### src/rtl/hz_pkg.sv
package hz_pkg;
  localparam int unsigned REG_AW = 5;

  typedef enum logic [1:0] {
    FWD_RF  = 2'b00,
    FWD_WB  = 2'b01,
    FWD_MEM = 2'b10
  } fwd_sel_e;
endpackage

### src/rtl/hz_fwd_sel.sv
module hz_fwd_sel
  import hz_pkg::*;
#(
  parameter int unsigned AW = REG_AW
) (
  input  logic [AW-1:0] src_i,
  input  logic          mem_valid_i,
  input  logic          mem_wr_i,
  input  logic [AW-1:0] mem_rd_i,
  input  logic          wb_valid_i,
  input  logic          wb_wr_i,
  input  logic [AW-1:0] wb_rd_i,
  output logic [1:0]    sel_o
);
  logic src_nz, hit_mem, hit_wb;

  always_comb begin
    src_nz  = |src_i;
    hit_mem = src_nz && mem_valid_i && mem_wr_i && (mem_rd_i == src_i);
    hit_wb  = src_nz && wb_valid_i  && wb_wr_i  && (wb_rd_i  == src_i);
    // youngest producer first
    if (hit_mem)     sel_o = FWD_MEM;
    else if (hit_wb) sel_o = FWD_WB;
    else             sel_o = FWD_RF;
  end

  always_comb begin
    a_r4_zero_not_fwd: assert (src_i != '0 || sel_o == FWD_RF);
    a_r5_idle_not_fwd: assert ((mem_valid_i && mem_wr_i) || (wb_valid_i && wb_wr_i)
                               || sel_o == FWD_RF);
    a_r2_sel_legal: assert (sel_o != 2'b11);
  end
endmodule

### src/rtl/hz_load_use.sv
module hz_load_use
  import hz_pkg::*;
#(
  parameter int unsigned AW = REG_AW
) (
  input  logic          id_valid_i,
  input  logic [AW-1:0] id_rs1_i,
  input  logic [AW-1:0] id_rs2_i,
  input  logic          id_use_rs1_i,
  input  logic          id_use_rs2_i,
  input  logic          ex_valid_i,
  input  logic [AW-1:0] ex_rd_i,
  input  logic          ex_wr_i,
  input  logic          ex_is_load_i,
  output logic          hit_o
);
  localparam int unsigned NSRC = 2;

  logic [NSRC-1:0]   use_v;
  logic [AW-1:0]     src_v [NSRC];
  logic [NSRC-1:0]   match_v;
  logic              ld_prod;

  assign use_v    = {id_use_rs2_i, id_use_rs1_i};
  assign src_v[0] = id_rs1_i;
  assign src_v[1] = id_rs2_i;
  assign ld_prod  = ex_valid_i && ex_wr_i && ex_is_load_i && (ex_rd_i != '0);

  for (genvar g = 0; g < NSRC; g++) begin : g_src
    assign match_v[g] = use_v[g] && (src_v[g] == ex_rd_i);
  end

  assign hit_o = id_valid_i && ld_prod && (|match_v);

  always_comb begin
    a_r4_zero_no_interlock: assert (ex_rd_i != '0 || !hit_o);
    a_r7_alu_no_interlock: assert (ex_is_load_i || !hit_o);
    a_r6_unused_src_ignored: assert ((id_use_rs1_i || id_use_rs2_i) || !hit_o);
  end
endmodule

### src/rtl/hazard_ctrl.sv
module hazard_ctrl
  import hz_pkg::*;
#(
  parameter int unsigned AW = REG_AW
) (
  input  logic          id_valid_i,
  input  logic [AW-1:0] id_rs1_i,
  input  logic [AW-1:0] id_rs2_i,
  input  logic          id_use_rs1_i,
  input  logic          id_use_rs2_i,
  input  logic          id_br_taken_i,
  input  logic          ex_valid_i,
  input  logic [AW-1:0] ex_rs1_i,
  input  logic [AW-1:0] ex_rs2_i,
  input  logic [AW-1:0] ex_rd_i,
  input  logic          ex_wr_i,
  input  logic          ex_is_load_i,
  input  logic          mem_valid_i,
  input  logic [AW-1:0] mem_rd_i,
  input  logic          mem_wr_i,
  input  logic          mem_is_load_i,
  input  logic          mem_is_store_i,
  input  logic          wb_valid_i,
  input  logic [AW-1:0] wb_rd_i,
  input  logic          wb_wr_i,
  output logic [1:0]    fwd_a_o,
  output logic [1:0]    fwd_b_o,
  output logic          stall_pc_o,
  output logic          stall_ifid_o,
  output logic          bubble_o,
  output logic          squash_ifid_o
);
  localparam int unsigned NOPS = 2;

  logic [AW-1:0] op_src [NOPS];
  logic [1:0]    op_sel [NOPS];
  logic          load_use, port_busy, front_stall;

  assign op_src[0] = ex_rs1_i;
  assign op_src[1] = ex_rs2_i;

  for (genvar g = 0; g < NOPS; g++) begin : g_op
    hz_fwd_sel #(.AW(AW)) u_fwd (
      .src_i      (op_src[g]),
      .mem_valid_i(mem_valid_i),
      .mem_wr_i   (mem_wr_i),
      .mem_rd_i   (mem_rd_i),
      .wb_valid_i (wb_valid_i),
      .wb_wr_i    (wb_wr_i),
      .wb_rd_i    (wb_rd_i),
      .sel_o      (op_sel[g])
    );
  end

  assign fwd_a_o = op_sel[0];
  assign fwd_b_o = op_sel[1];

  hz_load_use #(.AW(AW)) u_lu (
    .id_valid_i  (id_valid_i),
    .id_rs1_i    (id_rs1_i),
    .id_rs2_i    (id_rs2_i),
    .id_use_rs1_i(id_use_rs1_i),
    .id_use_rs2_i(id_use_rs2_i),
    .ex_valid_i  (ex_valid_i),
    .ex_rd_i     (ex_rd_i),
    .ex_wr_i     (ex_wr_i),
    .ex_is_load_i(ex_is_load_i),
    .hit_o       (load_use)
  );

  // data access owns the single memory port this cycle
  assign port_busy   = mem_valid_i && (mem_is_load_i || mem_is_store_i);
  assign front_stall = load_use || port_busy;

  assign stall_pc_o    = front_stall;
  assign stall_ifid_o  = front_stall;
  assign bubble_o      = front_stall;
  // squash only when the branch actually leaves ID
  assign squash_ifid_o = id_valid_i && id_br_taken_i && !front_stall;

  always_comb begin
    a_r10_stall_beats_squash: assert (!(squash_ifid_o && stall_ifid_o));
    a_r8_port_conflict_stalls: assert (!port_busy || (stall_pc_o && bubble_o));
    a_r9_squash_needs_branch: assert (!squash_ifid_o || (id_valid_i && id_br_taken_i));
    a_r11_idle_quiet: assert ((id_valid_i || ex_valid_i || mem_valid_i || wb_valid_i)
                              || !(stall_pc_o || squash_ifid_o || fwd_a_o != 2'b00
                                   || fwd_b_o != 2'b00));
  end
endmodule

### config.mk
export PLATFORM = sky130hd
export DESIGN_NAME = hazard_ctrl
export DESIGN_NICKNAME = d
export VERILOG_FILES = /design/src/rtl/hz_pkg.sv /design/src/rtl/hz_fwd_sel.sv /design/src/rtl/hz_load_use.sv /design/src/rtl/hazard_ctrl.sv
export SDC_FILE = /design/constraint.sdc
export NUM_CORES = 1
export LEC_CHECK = 0
export BUFFER_PORTS_ARGS = -buffer_cell sky130_fd_sc_hd__buf_2
export CORE_MARGIN = 10
export CORE_UTILIZATION = 30
export DETAILED_ROUTE_END_ITERATION = 8
export GPL_ROUTABILITY_DRIVEN = 0
export GPL_TIMING_DRIVEN = 0
export PLACE_DENSITY = 0.77
export SLEW_MARGIN = 20
export SYNTH_ARGS = -nofsm -noshare
export SYNTH_HDL_FRONTEND = slang
export SYNTH_SLANG_ARGS = --single-unit
### constraint.sdc
create_clock -name vclk -period 1.8
set_clock_uncertainty 0.1 [all_clocks]
set_input_delay 0.09 -clock vclk [all_inputs]
set_output_delay 0.09 -clock vclk [all_outputs]
set_load 0.1 [all_outputs]
==> out/results.tsv <==
stage	metric	value	unit
run_status	outcome	completed	
pwr	leakage	0.392	nW
floorplan	rows	14	
pwr	finalPower	0.221	mW
timing	tightest_slew	0.488	ns
logic_synthesis	avgSynthCellArea	7.63	um^2
setup_path	worstPathMaxFanout	3	
logic_synthesis	synth_xor_xnor_area_share	51.0	%
global_routing	grt_usage	10.1	%
logic_synthesis	syn_area	480	um^2
pwr	power.density	265	nW/um^2
timing	relSlewSlack	67.7	%
floorplan	dieArea	3600	um^2
logic_synthesis	syn_inst	63	
logic_synthesis	synth_top_area_share	27.3	%
hold_path	worstHoldPathCells	3	
global_routing	antenna_found_initial	0	
timing	max_freq	0.585	GHz
placed_design	port_buffers	56	
cells_and_area	antenna_cells	0	
logic_synthesis	ys_types	24	
pwr	p_sw	0.124	mW
pwr	peakVddDrop	154	uV
logic_synthesis	ys_seq_area_share	0	%
timing	slew_violations	0	
floorplan	initial_utilization	31.9	%
route	vias	651	
pwr	p_sw_share	55.9	%
job	drv_cap	0	
route	dr.first_iter.drc_count	10	
timing	setup_ws	0.0906	ns
placed_design	pre_cts_ws	-0.0771	ns
timing	period_needed	1.71	ns
global_routing	gr-total-overflow	0	
logic_synthesis	ys_top_cells_by_area	xnor2_1 27%, xor2_1 24%, buf_4 6.3%	
setup_path	crit_type	input port to output port	
logic_synthesis	synth_top_family_by_area	XOR/XNOR gates	
timing	finalSetupViolCount	0	
floorplan	die_height	60.0	um
cells_and_area	fillers	149	
route	routed_via_density	4.82	
timing	hold_ws	0.514	ns
pwr	p_int	0.0977	mW
logic_synthesis	yosys.area.top_type	xnor2_1	
cells_and_area	nClkBuffers	0	
setup_path	crit_arrival	1.52	ns
setup_path	start_kind	input port	
route	wl	1.86	mm
logic_synthesis	yosys.area_share.simple	28.9	%
setup_path	cp_cell_sequence	buf_2 -> xor2_1 -> nor4_1 -> a32oi_1 -> o21ai_4 -> buf_8 -> buf_4	
global_routing	grt_pass1_wl	3.07	mm
logic_synthesis	synth_compound_area_share	12.2	%
logic_synthesis	syn_nets	111	
global_routing	grt_pass1_vias	744	
cells_and_area	fin_area	835	um^2
pwr	clkPwrFrac	0	%
setup_path	cp_slowest_stage_delay	0.32	ns
cells_and_area	drive_gt1_share	56.3	%
logic_synthesis	synth-adder-area-share	0	%
route	antenna_left	0	
hold_path	hp-class	input port to output port	
cells_and_area	seq_area	0	um^2
setup_path	slowest_stage	nor4_1	
floorplan	io_pins	56	
global_routing	grt_max_degree	5	
setup_path	endpoint_kind	output port	
floorplan	die_w	60.0	um
cells_and_area	area_growth	73.7	%
route	avgRoutedWirePerCell	13.8	um
pwr	power_frac_seq	0	%
route	dr.pass1.iters	4	
floorplan	core_area	1510	um^2
placed_design	placed_cell_area	816	um^2
pwr	combPwrFrac	100.0	%
cells_and_area	nNetsFinal	169	
timing	hold_viol	0	
logic_synthesis	synthMuxAreaShare	0	%
timing	period_share	95.0	%
timing	rsz0062_at_grt	false	
clock_network	postCtsHoldBufs	0	
cells_and_area	nFlopsAndLatches	0	
route	drc	0	
setup_path	critPathRequiredTime	1.61	ns
logic_synthesis	synth_warnings	0	
## Yosys cell counts
| master | n |
|---|---|
| xnor2_1 | 15 |
| xor2_1 | 13 |
| buf_4 | 4 |
| nor4_1 | 3 |
| o21ai_1 | 3 |
| or4_1 | 3 |
| nand2_1 | 2 |
| nand3_1 | 2 |
| nand4_1 | 2 |
| nor2_1 | 2 |
| a221o_1 | 1 |
| a32oi_1 | 1 |
| and2_0 | 1 |
| and4_1 | 1 |
| inv_1 | 1 |
| inv_2 | 1 |
| nor2_2 | 1 |
| nor3_1 | 1 |
| nor3_2 | 1 |
| nor4_2 | 1 |
| o2111a_1 | 1 |
| o21ai_0 | 1 |
| o221ai_1 | 1 |
| or4_4 | 1 |
## final cells by class
type | count | area [um^2] | area share (%)
multi-input cells | 57 | 470 | 56.4
plain buffers | 4 | 37.5 | 4.50
repair buffers | 56 | 299 | 35.8
well taps | 16 | 20.0 | 2.40
inverters | 2 | 7.51 | 0.900
## power groups by stage
stage | sequential [mW] | combinational, mW | clock (mW)
floorplan | 0 | 0.129 | 0
global placement | 0 | 0.213 | 0
detailed placement | 0 | 0.217 | 0
CTS | 0 | 0.222 | 0
global route | 0 | 0.240 | 0
finish | 0 | 0.221 | 0
## per-layer routing
| metal | wire (um) | track usage (%) | vias up |
|---|---|---|---|
| li1 | - | - | 338 |
| met1 | 751 | 11.8 | 275 |
| met2 | 874 | 17.8 | 38 |
| met3 | 237 | 3.81 | 0 |
| met4 | 0 | 0 | 0 |
| met5 | 0 | 0 | - |
## cell usage in the layout (no fill, tap or decap), drive strengths merged
cell,instances
o2111a,1
nor2,3
or4,4
a32oi,1
nor4,4
a221o,1
nand4,2
inv,2
clkbuf,1
and2,1
nand3,2
nand2,2
buf,59
xnor2,15
nor3,2
xor2,13
o21ai,4
o221ai,1
and4,1
## through the flow
stage | cells | util [%] | TNS (ns)
after floorplan | 63 | - | -0.418
after global placement | 135 | 54.2 | -0.168
after detailed placement | 135 | 54.2 | -0.197
after CTS | 135 | 55.0 | 0
after global routing | 135 | 55.4 | 0
final | 135 | 55.4 | 0
## worst max-delay path, delay by kind of cell
family                    cells  cell delay, ns
AOI/OAI and AO/OA             2            0.44
xor gates and xnor gates      1            0.16
buffers and inverters         3            0.51
and+or+nand+nor               1            0.32
## cell families after synthesis
group                  Yosys count
buffers and inverters            6
AND/OR/NAND/NOR                 21
XOR/XNOR                        28
AO/OA/AOI/OAI                    8
## timing repair
action / CTS / global route
endpoints found under the setup margin: 5 / 2
resized for setup: 5 / 2
buffers inserted: 0 / 0
## final timing paths
kind,from,slack (ns),endpoint
max,ex_rd_i[3],0.09,stall_pc_o
min,id_valid_i,0.51,squash_ifid_o
(Power assumes the default switching activity.)
